**config.mk**
```make
export PLATFORM = sky130hd
export DESIGN_NAME = phy_lane_init_seq
export DESIGN_NICKNAME = d
export VERILOG_FILES = /design/src/rtl/pli_pkg.sv /design/src/rtl/pli_handshake.sv /design/src/rtl/pli_sequencer.sv /design/src/rtl/pli_port_drive.sv /design/src/rtl/phy_lane_init_seq.sv
export SDC_FILE = /design/constraint.sdc
export NUM_CORES = 1
export LEC_CHECK = 0
export CORE_UTILIZATION = 45
export DETAILED_ROUTE_END_ITERATION = 7
export PLACE_DENSITY = 0.86
export SYNTH_ARGS = -nofsm -noshare
export SYNTH_HDL_FRONTEND = slang
export SYNTH_HIERARCHICAL = 1
export SYNTH_SLANG_ARGS = --single-unit
```
**constraint.sdc**
```tcl
create_clock -name clk -period 3.2 [get_ports clk]
set_clock_uncertainty 0.2 [all_clocks]
set_input_delay 0.64 -clock clk [delete_from_list [all_inputs] [get_ports clk]]
set_output_delay 0.64 -clock clk [all_outputs]
set_load 0.01 [all_outputs]
```
**src/rtl/pli_pkg.sv**
```systemverilog
// Package: shared state encodings for the PHY lane initialization sequencer.
// Assumes: both sequencer and handshake engine import these types.
package pli_pkg;

    typedef enum logic [2:0] {
        SQ_IDLE,
        SQ_SETTLE,
        SQ_ISSUE,
        SQ_WAIT,
        SQ_DONE
    } seq_state_e;

    typedef enum logic [1:0] {
        HS_IDLE,
        HS_PRE,
        HS_RISE,
        HS_FALL
    } hs_state_e;

endpackage

```
**src/rtl/pli_handshake.sv**
```systemverilog
// Module: four-phase write handshake engine with a per-phase timeout.
// Runs one write per go pulse: one setup cycle with enable low, enable high
// until ack rises (or TIMEOUT cycles), then enable low until ack falls
// (or TIMEOUT cycles). fin_o and tmo_o are single-cycle combinational pulses.
// Assumes: go_i is only raised while the engine is idle; ack_i is already
// routed from the PHY being written.
module pli_handshake #(
    parameter int TIMEOUT = 32
) (
    input  logic clk,
    input  logic rst_n,
    input  logic go_i,
    input  logic ack_i,
    output logic wen_o,
    output logic fin_o,
    output logic tmo_o
);
    import pli_pkg::*;

    localparam int TW = $clog2(TIMEOUT + 1);
    localparam logic [TW-1:0] LAST = TW'(TIMEOUT - 1);

    hs_state_e     state;
    logic [TW-1:0] wait_cnt;
    logic          expired;

    assign expired = (wait_cnt == LAST);

    // Phase register and wait counter for the current write.
    always_ff @(posedge clk) begin
        if (!rst_n) begin
            state    <= HS_IDLE;
            wait_cnt <= '0;
        end else begin
            case (state)
                HS_IDLE: begin
                    wait_cnt <= '0;
                    if (go_i) state <= HS_PRE;
                end
                HS_PRE: begin
                    state <= HS_RISE;
                end
                HS_RISE: begin
                    if (ack_i || expired) begin
                        state    <= HS_FALL;
                        wait_cnt <= '0;
                    end else begin
                        wait_cnt <= wait_cnt + 1'b1;
                    end
                end
                HS_FALL: begin
                    if (!ack_i || expired) begin
                        state    <= HS_IDLE;
                        wait_cnt <= '0;
                    end else begin
                        wait_cnt <= wait_cnt + 1'b1;
                    end
                end
                default: state <= HS_IDLE;
            endcase
        end
    end

    // Enable, completion and timeout strobes decoded from the phase.
    always_comb begin
        wen_o = (state == HS_RISE);
        fin_o = (state == HS_FALL) && (!ack_i || expired);
        tmo_o = ((state == HS_RISE) && !ack_i && expired) ||
                ((state == HS_FALL) &&  ack_i && expired);
    end

endmodule

```
**src/rtl/pli_sequencer.sv**
```systemverilog
// Module: walks the lane/PHY write order and owns select, warning and done.
// After an accepted start it raises select, waits SETTLE_CYC cycles, then
// issues one handshake per lane, PHY 0 lanes ascending before PHY 1.
// Assumes: SETTLE_CYC >= 1; NPHY and NLANE are powers of two >= 2.
module pli_sequencer #(
    parameter int NPHY       = 2,
    parameter int NLANE      = 4,
    parameter int SETTLE_CYC = 10,
    parameter int PW         = $clog2(NPHY),
    parameter int LW         = $clog2(NLANE)
) (
    input  logic          clk,
    input  logic          rst_n,
    input  logic          start_i,
    input  logic          fin_i,
    input  logic          tmo_i,
    output logic          go_o,
    output logic          xfer_o,
    output logic [PW-1:0] phy_idx_o,
    output logic [LW-1:0] lane_idx_o,
    output logic          sel_o,
    output logic          warn_o,
    output logic          done_o
);
    import pli_pkg::*;

    localparam int SW = $clog2(SETTLE_CYC + 1);
    localparam logic [SW-1:0] SETTLE_LAST = SW'(SETTLE_CYC - 1);

    seq_state_e    state;
    logic [SW-1:0] settle_cnt;
    logic          last_write;

    assign last_write = (phy_idx_o == PW'(NPHY - 1)) && (lane_idx_o == LW'(NLANE - 1));

    // Sequence state, write index, select and sticky warning.
    always_ff @(posedge clk) begin
        if (!rst_n) begin
            state      <= SQ_IDLE;
            settle_cnt <= '0;
            phy_idx_o  <= '0;
            lane_idx_o <= '0;
            sel_o      <= 1'b0;
            warn_o     <= 1'b0;
        end else begin
            case (state)
                SQ_IDLE: begin
                    if (start_i) begin
                        state      <= SQ_SETTLE;
                        sel_o      <= 1'b1;
                        warn_o     <= 1'b0;
                        settle_cnt <= '0;
                        phy_idx_o  <= '0;
                        lane_idx_o <= '0;
                    end
                end
                SQ_SETTLE: begin
                    if (settle_cnt == SETTLE_LAST) state <= SQ_ISSUE;
                    else                           settle_cnt <= settle_cnt + 1'b1;
                end
                SQ_ISSUE: begin
                    state <= SQ_WAIT;
                end
                SQ_WAIT: begin
                    if (fin_i) begin
                        if (last_write) begin
                            state <= SQ_DONE;
                        end else begin
                            state <= SQ_ISSUE;
                            if (lane_idx_o == LW'(NLANE - 1)) begin
                                lane_idx_o <= '0;
                                phy_idx_o  <= phy_idx_o + 1'b1;
                            end else begin
                                lane_idx_o <= lane_idx_o + 1'b1;
                            end
                        end
                    end
                end
                SQ_DONE: begin
                    state <= SQ_IDLE;
                end
                default: state <= SQ_IDLE;
            endcase
            if (tmo_i) warn_o <= 1'b1;
        end
    end

    // Handshake launch, transfer window and completion pulse.
    always_comb begin
        go_o   = (state == SQ_ISSUE);
        xfer_o = (state == SQ_ISSUE) || (state == SQ_WAIT);
        done_o = (state == SQ_DONE);
    end

endmodule

```
**src/rtl/pli_port_drive.sv**
```systemverilog
// Module: fans the single active write out to the per-PHY register ports.
// Only the PHY being written sees a non-zero address, data and enable; the
// acknowledge of that PHY is routed back to the handshake engine.
// Assumes: lane address = LANE_BASE + LANE_STRIDE * lane fits in AW bits.
module pli_port_drive #(
    parameter int              NPHY        = 2,
    parameter int              NLANE       = 4,
    parameter int              AW          = 16,
    parameter int              DW          = 16,
    parameter logic [AW-1:0]   LANE_BASE   = 16'h1008,
    parameter logic [AW-1:0]   LANE_STRIDE = 16'h0100,
    parameter logic [DW-1:0]   INIT_WORD   = 16'h0E21,
    parameter int              PW          = $clog2(NPHY),
    parameter int              LW          = $clog2(NLANE)
) (
    input  logic                     xfer_i,
    input  logic [PW-1:0]            phy_idx_i,
    input  logic [LW-1:0]            lane_idx_i,
    input  logic                     wen_i,
    input  logic                     sel_i,
    input  logic [NPHY-1:0]          ack_i,
    output logic [NPHY-1:0]          sel_o,
    output logic [NPHY-1:0][AW-1:0]  addr_o,
    output logic [NPHY-1:0][DW-1:0]  wdata_o,
    output logic [NPHY-1:0]          wen_o,
    output logic                     ack_sel_o
);
    logic [AW-1:0] lane_addr;

    // Register address of the lane currently being written.
    always_comb begin
        lane_addr = LANE_BASE + (AW'(lane_idx_i) * LANE_STRIDE);
    end

    // Route acknowledge of the active PHY; none outside a transfer.
    always_comb begin
        ack_sel_o = xfer_i ? ack_i[phy_idx_i] : 1'b0;
    end

    for (genvar g = 0; g < NPHY; g++) begin : g_phy
        logic active;
        assign active = xfer_i && (phy_idx_i == PW'(g));

        // Per-PHY port outputs: driven only while this PHY is addressed.
        always_comb begin
            sel_o[g]   = sel_i;
            addr_o[g]  = active ? lane_addr : '0;
            wdata_o[g] = active ? INIT_WORD : '0;
            wen_o[g]   = active && wen_i;
        end
    end

endmodule

```
**src/rtl/phy_lane_init_seq.sv**
```systemverilog
// Module: top of the PHY lane register initialization sequencer.
// Joins the write-order sequencer, the four-phase handshake engine and the
// per-PHY port fan-out. Assumes one control-port clock for all PHY ports.
module phy_lane_init_seq #(
    parameter int            NPHY        = 2,
    parameter int            NLANE       = 4,
    parameter int            AW          = 16,
    parameter int            DW          = 16,
    parameter int            SETTLE_CYC  = 10,
    parameter int            TIMEOUT     = 32,
    parameter logic [AW-1:0] LANE_BASE   = 16'h1008,
    parameter logic [AW-1:0] LANE_STRIDE = 16'h0100,
    parameter logic [DW-1:0] INIT_WORD   = 16'h0E21
) (
    input  logic                    clk,
    input  logic                    rst_n,
    input  logic                    start_i,
    output logic [NPHY-1:0]         sel_o,
    output logic [NPHY-1:0][AW-1:0] addr_o,
    output logic [NPHY-1:0][DW-1:0] wdata_o,
    output logic [NPHY-1:0]         wen_o,
    input  logic [NPHY-1:0]         ack_i,
    output logic                    warn_o,
    output logic                    done_o
);
    localparam int PW = $clog2(NPHY);
    localparam int LW = $clog2(NLANE);

    logic          go, xfer, sel_all, hs_wen, hs_fin, hs_tmo, ack_sel;
    logic [PW-1:0] phy_idx;
    logic [LW-1:0] lane_idx;

    pli_sequencer #(
        .NPHY(NPHY), .NLANE(NLANE), .SETTLE_CYC(SETTLE_CYC), .PW(PW), .LW(LW)
    ) u_seq (
        .clk(clk), .rst_n(rst_n), .start_i(start_i),
        .fin_i(hs_fin), .tmo_i(hs_tmo),
        .go_o(go), .xfer_o(xfer), .phy_idx_o(phy_idx), .lane_idx_o(lane_idx),
        .sel_o(sel_all), .warn_o(warn_o), .done_o(done_o)
    );

    pli_handshake #(.TIMEOUT(TIMEOUT)) u_hs (
        .clk(clk), .rst_n(rst_n), .go_i(go), .ack_i(ack_sel),
        .wen_o(hs_wen), .fin_o(hs_fin), .tmo_o(hs_tmo)
    );

    pli_port_drive #(
        .NPHY(NPHY), .NLANE(NLANE), .AW(AW), .DW(DW),
        .LANE_BASE(LANE_BASE), .LANE_STRIDE(LANE_STRIDE), .INIT_WORD(INIT_WORD),
        .PW(PW), .LW(LW)
    ) u_drv (
        .xfer_i(xfer), .phy_idx_i(phy_idx), .lane_idx_i(lane_idx),
        .wen_i(hs_wen), .sel_i(sel_all), .ack_i(ack_i),
        .sel_o(sel_o), .addr_o(addr_o), .wdata_o(wdata_o), .wen_o(wen_o),
        .ack_sel_o(ack_sel)
    );

endmodule

```
==> impl_metrics.ini, run 1 <==
[run_status]
status = finished, final reports clean

[timing]
post-route-period-util = 0.936
maxSlewViolCount = 0
finalHoldViolCount = 0
setup_slack_ns = 0.206
holdWs_ns = 0.282
rsz0062_at_grt = no
final.min_clock_period_ns = 2.99
setup_viol = 0
finalSetupTns_ns = 0
max_freq_ghz = 0.334

[die]
io_pins = 75
die_y_um = 62.2
die_area_um2 = 3870
num_rows = 21
core_area_um2 = 3420
initial_utilization = 0.478
die_x_um = 62.2

[power_and_ir_drop]
p_total_mw = 0.666
ir_worst_vdd_mv = 0.253
cellLeakagePower_nw = 0.718
power_density_nw_per_um2 = 392

[placement]
placed_area_um2 = 1660
pre_cts_ws_ns = 0.466
dp.cells = 252
port_buffers = 28
gp_congestion = 0.831
hpwl_um = 2020

[critical_path]
worst_setup_path_end_kind = output pin
reg2reg_depth = 7
path_class = reg2out
worst_path_largest_cell_delay_ns = 0.57
arrival_ns = 2.15
crit_slowest_cell = clkdlybuf4s50_1
crit_fanout = 10
crit_path_start_kind = flop
cp_cell_sequence = inv_1 > nor2_1 > nor2b_4 > and2_1 > clkdlybuf4s50_1
cp.required_ns = 2.36

[detailed_routing]
wirelength_um = 2640
num_vias = 1169
wl_per_cell_um = 10.3
post_drt_via_cell_ratio = 4.57
dr.pass1.iters = 5
antenna_left = 0
drtIter0Drc = 32
drc = 0

[global_routing]
grt.overflow.total = 0
grt_pass1_wl_um = 4260
antenna_found_initial = 0
grt_use_total = 0.136
grt_max_degree = 16
grt_pass1_vias = 928

[clock_network]
clk_latency_ns = 0.31
htreeDepth = 1
cts_num_sinks = 20
postCtsSetupBuffers = 0
clock_path_buffers = 2
clockRootBuffer = clkbuf_4
cts_tree = done
clk_pin_slew_worst_paths_ns = 0.11
numCtsBuffers = 3

[logic_synthesis]
yosys_warnings = 6
synth_cell_type_count = 43
synth-seq-cells = 20
syn_area_per_cell_um2 = 8.24
syn_inst = 198
syn_area_um2 = 1630
ys_seq_area_frac = 0.245

[hold_path]
worstHoldPathCells = 2
worstHoldPathType = reg2reg

[flow_run]
drv_cap = 0

[layout]
fin_area_um2 = 1700
final_cell_mix = conb_1, clkdlybuf4s50_1, dfxtp_1
antenna_cells = 0
nNetsFinal = 224
mostFrequentLayoutCell = conb_1
fin_util = 0.497
drive_gt1_frac = 0.0571
stdcell_count = 256
syn2layout_area_growth_pct = 4.06
[area by class of cell]
cell class	instances	area, um2
well taps	46	57.6
multi-input cells	148	882
fillers	367	1720
repair buffers	29	288
flip-flops and latches	20	400
inverters	9	33.8
clock buffers	4	36.3
[flip-flops by register name (all words and copies together), names as in the netlist]
name              count
u_seq/warn_o          1
u_seq/settle_cnt      4
u_seq/lane_idx_o      2
u_seq/phy_idx_o       1
u_seq/sel_o           1
u_hs/wait_cnt         6
u_seq/state           3
u_hs/state            2
[final timing paths]
| kind | endpoint | from | slack, ns |
|---|---|---|---|
| max reg2reg | u_hs/state[1]$_SDFFE_PN0P_ | u_seq/state[1]$_SDFFE_PN0P_ | 0.81 |
| min | u_seq/sel_o$_SDFFE_PN0P_ | u_seq/sel_o$_SDFFE_PN0P_ | 0.28 |
| min reg2reg | u_seq/sel_o$_SDFFE_PN0P_ | u_seq/sel_o$_SDFFE_PN0P_ | 0.28 |
| max | addr_o[9] | u_seq/state[1]$_SDFFE_PN0P_ | 0.21 |
[synth_stat cells (all sizes together)]
cell type	n	area [um2]
a21boi	8	60.1
a21oi	6	30.0
a22oi	1	7.51
a31oi	2	18.8
a32o	1	10.0
a41o	1	10.0
and2	6	38.8
and3	5	35.0
and3b	2	17.5
and4b	1	10.0
buf	64	482
clkbuf	2	7.51
conb	1	3.75
dfxtp	20	400
ha	8	100
inv	9	33.8
mux2i	4	43.8
nand2	12	45.0
nand2b	1	6.26
nand3	5	25.0
nand3b	3	22.5
nor2	9	33.8
nor2b	4	27.5
nor3	3	15.0
nor4	1	6.26
o2111ai	1	8.76
o211a	1	10.0
o21a	1	7.51
o21ai	5	25.0
o22ai	1	6.26
o31a	2	17.5
or3	2	12.5
or3b	1	8.76
or4	2	15.0
or4b	3	30.0
[cell families after synthesis]
kind of cell / after synthesis / synth area share
AND/OR/NAND/NOR: 60 / 0.214
flip-flops: 20 / 0.245
buffers and inverters: 75 / 0.321
adder cells (fa/ha/maj): 8 / 0.0614
multiplexers: 4 / 0.0268
other: 1 / 0.00230
AO/OA/AOI/OAI: 30 / 0.130
[per-layer routing]
layer | global-route usage | part of all wire | up-vias
met5 | 0 | 0 | -
met4 | 0.0610 | 0.021 | 0
met3 | 0.0404 | 0.042 | 6
met2 | 0.209 | 0.48 | 37
met1 | 0.176 | 0.46 | 539
li1 | - | - | 587
[power by group]
part           switching (mW)  internal (mW)
clock                  0.0816         0.0696
combinational           0.130         0.0963
sequential             0.0215          0.267
[critical path: cells and delay by family, from the launching register on]
family	cells	cell delay (ns)
flip-flops	1	0.46
AND/OR/NAND/NOR	3	0.70
buffers and inverters	2	0.68
[repair_timing]
item	4_1_cts	5_1_grt
gates resized for setup	0	1
hold buffers	0	0
setup endpoints to repair	0	3
Note: power is estimated with default switching activity, not from simulation.
==> run 2: changes to the inputs <==
Settings changed: TNS_END_PERCENT set to 1.
==> results of run 2 <==
Final layout, timing and power as in run 1 (identical DEF).
==> run 3: changes to the inputs <==
Settings changed: TNS_END_PERCENT 1 to 30.
==> results of run 3 <==
Final layout, timing and power as in run 1 (identical DEF).
